[src/rtl/gpio_port_pkg.sv]
package gpio_port_pkg;
  localparam int unsigned REG_AW = 8;
  localparam int unsigned REG_DW = 8;

  localparam logic [REG_AW-1:0] ADDR_IN    = 8'h08;
  localparam logic [REG_AW-1:0] ADDR_OUT   = 8'h09;
  localparam logic [REG_AW-1:0] ADDR_POL   = 8'h0A;
  localparam logic [REG_AW-1:0] ADDR_DIR   = 8'h0B;
  localparam logic [REG_AW-1:0] ADDR_STYLE = 8'h0C;
  localparam logic [REG_AW-1:0] ADDR_STRAP = 8'h0D;
endpackage

[src/rtl/gpio_sync.sv]
module gpio_sync #(
  parameter int unsigned WIDTH  = 7,
  parameter int unsigned STAGES = 2
) (
  input  logic             clk_i,
  input  logic             rst_ni,
  input  logic [WIDTH-1:0] d_i,
  output logic [WIDTH-1:0] q_o
);
  logic [WIDTH-1:0] stage_q [STAGES];

  for (genvar s = 0; s < STAGES; s++) begin : g_stage
    always_ff @(posedge clk_i or negedge rst_ni) begin
      if (!rst_ni)     stage_q[s] <= '0;
      else if (s == 0) stage_q[s] <= d_i;
      else             stage_q[s] <= stage_q[(s == 0) ? 0 : s-1];
    end
  end

  assign q_o = stage_q[STAGES-1];
endmodule

[src/rtl/gpio_pulse.sv]
module gpio_pulse #(
  parameter int unsigned CYCLES = 8
) (
  input  logic clk_i,
  input  logic rst_ni,
  input  logic arm_i,
  output logic expire_o
);
  localparam int unsigned CNT_W = $clog2(CYCLES + 1);
  localparam logic [CNT_W-1:0] LAST = CNT_W'(CYCLES - 1);

  logic [CNT_W-1:0] cnt_q;

  assign expire_o = arm_i && (cnt_q == LAST);

  always_ff @(posedge clk_i or negedge rst_ni) begin
    if (!rst_ni)        cnt_q <= '0;
    else if (!arm_i)    cnt_q <= '0;
    else if (!expire_o) cnt_q <= cnt_q + 1'b1;
  end


  cnt_bound_chk: assert property (@(posedge clk_i) disable iff (!rst_ni)
    cnt_q <= LAST);
endmodule

[src/rtl/gpio_strap.sv]
module gpio_strap #(
  parameter int unsigned WIDTH = 7
) (
  input  logic             clk_i,
  input  logic             rst_ni,
  input  logic             en_i,
  input  logic [WIDTH-1:0] pin_i,
  output logic [WIDTH-1:0] strap_o
);
  logic [WIDTH-1:0] strap_q;

  // no reset: the value must survive reset when capture is disabled
  always_ff @(posedge clk_i) begin
    if (!rst_ni && en_i) strap_q <= pin_i;
  end

  assign strap_o = strap_q;


  strap_hold_chk: assert property (@(posedge clk_i) disable iff (!rst_ni)
    $past(rst_ni) |-> $stable(strap_q));
endmodule

[src/rtl/gpio_port_ctrl.sv]
module gpio_port_ctrl
  import gpio_port_pkg::*;
#(
  parameter int unsigned NUM_PINS     = 7,
  parameter int unsigned PULSE_CYCLES = 8,
  parameter int unsigned SYNC_STAGES  = 2,
  parameter int unsigned BUS_ADDR_W   = 3,
  parameter logic [NUM_PINS-1:0] POL_RST = 7'h70
) (
  input  logic                  clk_i,
  input  logic                  rst_ni,
  input  logic [REG_AW-1:0]     addr_i,
  input  logic [REG_DW-1:0]     wdata_i,
  input  logic                  we_i,
  output logic [REG_DW-1:0]     rdata_o,
  input  logic [NUM_PINS-1:0]   pin_i,
  output logic [NUM_PINS-1:0]   pin_oe_o,
  output logic [NUM_PINS-1:0]   pin_out_o,
  input  logic                  strap_en_i,
  output logic [BUS_ADDR_W-1:0] strap_addr_o
);
  localparam int unsigned PAD_W = REG_DW - NUM_PINS;

  logic [NUM_PINS-1:0] out_q, pol_q, dir_q, style_q;
  logic [NUM_PINS-1:0] pin_sync, strap_val, expire;
  logic [NUM_PINS-1:0] wbits;

  assign wbits = wdata_i[NUM_PINS-1:0];

  gpio_sync #(.WIDTH(NUM_PINS), .STAGES(SYNC_STAGES)) u_sync (
    .clk_i, .rst_ni, .d_i(pin_i), .q_o(pin_sync)
  );

  gpio_strap #(.WIDTH(NUM_PINS)) u_strap (
    .clk_i, .rst_ni, .en_i(strap_en_i), .pin_i, .strap_o(strap_val)
  );

  for (genvar i = 0; i < NUM_PINS; i++) begin : g_pulse
    gpio_pulse #(.CYCLES(PULSE_CYCLES)) u_pulse (
      .clk_i, .rst_ni,
      .arm_i(style_q[i] & out_q[i]),
      .expire_o(expire[i])
    );
  end

  always_ff @(posedge clk_i or negedge rst_ni) begin
    if (!rst_ni) begin
      out_q   <= '0;
      pol_q   <= POL_RST;
      dir_q   <= '1;
      style_q <= '0;
    end else begin
      if (we_i && addr_i == ADDR_OUT) out_q <= wbits;
      else                            out_q <= out_q & ~expire;
      if (we_i && addr_i == ADDR_POL)   pol_q   <= wbits;
      if (we_i && addr_i == ADDR_DIR)   dir_q   <= wbits;
      if (we_i && addr_i == ADDR_STYLE) style_q <= wbits;
    end
  end

  assign pin_oe_o     = ~dir_q;
  assign pin_out_o    = out_q ^ pol_q;
  assign strap_addr_o = strap_val[BUS_ADDR_W-1:0];

  always_comb begin
    logic [NUM_PINS-1:0] sel;
    unique case (addr_i)
      ADDR_IN:    sel = pin_sync ^ pol_q;
      ADDR_OUT:   sel = out_q;
      ADDR_POL:   sel = pol_q;
      ADDR_DIR:   sel = dir_q;
      ADDR_STYLE: sel = style_q;
      ADDR_STRAP: sel = strap_val;
      default:    sel = '0;
    endcase
    rdata_o = {{PAD_W{1'b0}}, sel};
  end


  oe_after_dir_write_chk: assert property (@(posedge clk_i) disable iff (!rst_ni)
    (we_i && addr_i == ADDR_DIR) |=> (pin_oe_o == ~$past(wbits)));


  reserved_write_chk: assert property (@(posedge clk_i) disable iff (!rst_ni)
    (we_i && (addr_i < ADDR_IN || addr_i > ADDR_STRAP)) |=>
      ($stable(pin_oe_o) && $stable(pol_q) && $stable(style_q)));


  pulse_clear_chk: assert property (@(posedge clk_i) disable iff (!rst_ni)
    (|expire && !(we_i && addr_i == ADDR_OUT)) |=> ((out_q & $past(expire)) == '0));


  ro_write_chk: assert property (@(posedge clk_i) disable iff (!rst_ni)
    (we_i && (addr_i == ADDR_IN || addr_i == ADDR_STRAP)) |=>
      ($stable(dir_q) && $stable(pol_q) && $stable(style_q)));
endmodule

[config.mk]
export PLATFORM = sky130hd
export DESIGN_NAME = gpio_port_ctrl
export DESIGN_NICKNAME = d
export VERILOG_FILES = /design/src/rtl/gpio_port_pkg.sv /design/src/rtl/gpio_sync.sv /design/src/rtl/gpio_pulse.sv /design/src/rtl/gpio_strap.sv /design/src/rtl/gpio_port_ctrl.sv
export SDC_FILE = /design/constraint.sdc
export NUM_CORES = 1
export LEC_CHECK = 0
export BUFFER_PORTS_ARGS = -buffer_cell sky130_fd_sc_hd__buf_2
export CAP_MARGIN = 20
export CORE_UTILIZATION = 62
export DETAILED_ROUTE_END_ITERATION = 12
export GPL_TIMING_DRIVEN = 0
export PLACE_DENSITY = 0.85
export SLEW_MARGIN = 10
export SYNTH_ARGS = -nofsm -noshare
export SYNTH_HDL_FRONTEND = slang
export SYNTH_HIERARCHICAL = 1
export SYNTH_SLANG_ARGS = --single-unit
[constraint.sdc]
create_clock -name clk_i -period 3.1 [get_ports clk_i]
set_input_delay 0.31 -clock clk_i [delete_from_list [all_inputs] [get_ports clk_i]]
set_output_delay 0.31 -clock clk_i [all_outputs]
set_load 0.05 [all_outputs]
==> flow_summary.ini <==
[route]
wl_um = 7820
avgViaCountPerCell = 5.65
wl_per_cell_um = 16.5
dr.pass1.iters = 4
antenna_left = 0
vias = 2678
drc_errors = 0
drt_iter0_drc = 179

[clock_tree]
htreeDepth = 3
cts_max_path_buffers = 2
worstSkewPairLatency_ns = 0.35
cts_buffers = 9
postCtsHoldBufs = 1
cts_resized = 0
tritoncts = yes
cts_sinks = 77
cts_root_buf = clkbuf_8
post_cts_buffers = 0
cts.clk_slew.worst_paths_ns = 0.08

[sta]
hold_viol = 0
report.final.slew_viol_count = 0
min_period_ns = 2.28
maxSlewHeadroom = 0.593
worstMarginPinSlew_ns = 0.607
setup_viol = 0
finClkSkew_ns = 0.00676
rsz0062_at_grt = no
finalSetupTns_ns = 0
clock.fmax_mhz = 439
post-route-period-util = 0.734

[setup_path]
crit_path_max_incr_delay_ns = 0.50
crit_path_frequent_cell = clkbuf_1
cp_data_arrival_time_ns = 1.97
start_kind = input pin
criticalPathCategory = in2out
cp.required_ns = 2.79
path_max_fanout = 10
cp_slowest_cell = clkbuf_1
end_kind = output pin
crit_chain = clkbuf_1 -> clkbuf_1 -> nor3b_1 -> a211oi_1 -> o21ai_0 -> and3_1 -> buf_2

[floorplan]
fp.dieArea_mm2 = 0.00653
die_y_um = 80.8
coreArea_mm2 = 0.00596
ioPinCount = 52
initial_core_util = 0.646
num_rows = 28
die_w_um = 80.8

[place]
io_buffers = 48
hpwl_um = 5460
gp_congestion = 0.798

[power_and_ir_drop]
irDropWorstVdd_mv = 0.310
power_density_mw_per_mm2 = 471
power.total_w = 0.00209
p_leak_nw = 2.13

[grt]
grt_pass1_wl_um = 12800
gr-usage-all-layers = 0.271
antenna_found_initial = 0
grt_max_degree = 48
grt_overflow = 0
first_global_vias = 2704

[yosys]
yosysWarningCount = 6
ys.flop_type = dfrtp_1
ys_ff_latch = 77
synth-async-reset-ratio = 0.909
postSynthCellCount = 333
synth.avg_cell_area_um2 = 11.6
synth_edf_count = 7
ys_seq_area_frac = 0.513
synth_nets = 367
ys_types = 46
syn-cell-area_mm2 = 0.00385

[run_status]
status = finished, final reports clean

[final_layout]
syn_to_final_growth_pct = 15.2
seq_area_mm2 = 0.00197
drive_above_1_share = 0.308
fin_nets = 428
diodes = 0
nFillCells = 401
multi_input_area_mm2 = 0.00172

[run]
max_cap_violations = 0

[hold_path]
hold_class = in2reg
metal layers:
layer	vias to the layer above	routed length [um]	global-route usage
met2	57	3920	0.471
met3	11	404	0.0697
met5	-	0	0
met4	0	166	0.129
li1	1291	-	-
met1	1319	3330	0.313
area by class of cell:
| cell class | count | area share |
|---|---|---|
| Buffer | 17 | 0.0229 |
| Clock buffer | 12 | 0.0373 |
| Clock inverter | 4 | 0.0102 |
| Inverter | 14 | 0.0119 |
| Multi-Input combinational cell | 225 | 0.388 |
| Sequential cell | 77 | 0.445 |
| Tap cell | 75 | 0.0212 |
| Timing Repair Buffer | 50 | 0.0632 |
sequential cells by signal, summed over array words and instances, names as in the netlist:
name                   count
dir_q                      7
g_pulse.u_pulse/cnt_q     28
out_q                      7
pol_q                      7
style_q                    7
u_strap/strap_o            7
u_sync/q_o                 7
u_sync/stage_q             7
cell families after synthesis:
group	share of synthesized area
flops	0.513
compound gates	0.0679
fa+ha+maj	0.0228
xor+xnor	0.0228
other cells	0.000974
mux	0.159
simple gates	0.174
buf+inv	0.0400
synth_stat cells, types with 8 or more instances:
| library cell | instances | area (um2) |
|---|---|---|
| clkbuf_1 | 8 | 30.0 |
| dfstp_2 | 10 | 263 |
| mux2_2 | 20 | 225 |
| nand3_1 | 10 | 50.1 |
| or3b_1 | 8 | 70.1 |
| dfrtp_1 | 60 | 1500 |
| inv_1 | 14 | 52.6 |
| buf_4 | 8 | 60.1 |
| nand2_1 | 29 | 109 |
| mux2i_1 | 27 | 270 |
| nor2_1 | 8 | 30.0 |
| o21ai_0 | 21 | 105 |
final timing paths:
| path | cells past startpoint | to | from | slack, ns |
|---|---|---|---|---|
| worst min register to register | 0 | u_sync/q_o[6] | u_sync/stage_q[13] | 0.35 |
| worst min-delay path | 1 | u_sync/stage_q[11] | pin_i[4] | 0.07 |
| min in group asynchronous | 2 | g_pulse[2].u_pulse/cnt_q[0] | rst_ni | 0.41 |
| max in group asynchronous | 3 | dir_q[6] | rst_ni | 2.07 |
| worst max register to register | 5 | out_q[5] | g_pulse[5].u_pulse/cnt_q[0] | 1.65 |
| worst max-delay path | 7 | rdata_o[4] | addr_i[0] | 0.82 |
power breakdown:
part,internal (W),switching (W),leakage [nW]
combinational,0.0000771,0.000139,1.05
sequential,0.00106,0.0000242,0.972
clock,0.000434,0.000360,0.112
cells in the final DEF, fill, tap and decap left out, types with 2 or more instances in the layout:
master	count
a31oi_1	7
xnor2_1	3
and2_1	7
or3b_1	8
mux2i_1	27
inv_1	14
edfxtp_1	7
mux2_4	7
and3_1	3
mux2_2	20
clkbuf_8	12
nor3b_1	3
nor3_1	2
o221ai_1	3
buf_2	47
and2_2	7
a211oi_1	3
and3b_1	7
a21oi_1	3
clkinv_2	3
nand3_1	10
ha_1	7
o21ai_0	21
or2b_1	7
nor2_1	8
dfstp_2	10
nand3b_1	7
dfrtp_1	60
clkbuf_1	8
nand2_1	29
xor2_1	7
buf_4	9
a22oi_1	4
critical path, delay by kind of cell:
kind / cells / cell delay, ns
and+or+nand+nor: 2 / 0.31
AOI/OAI and AO/OA: 2 / 0.31
buffers and inverters: 3 / 1.02
metrics by stage:
step	cell area [um2]	util	setup slack, ns	hold slack [ns]	cells
floorplan	3850	-	0.738	0.0144	333
global placement	4180	0.702	0.768	0.335	456
detailed placement	4210	0.707	0.724	0.250	457
CTS	4430	0.744	0.847	0.0610	474
global route	4430	0.744	0.707	0.0609	474
finish	4430	0.744	0.824	0.0737	474
Power figures use the tool's default switching activity.
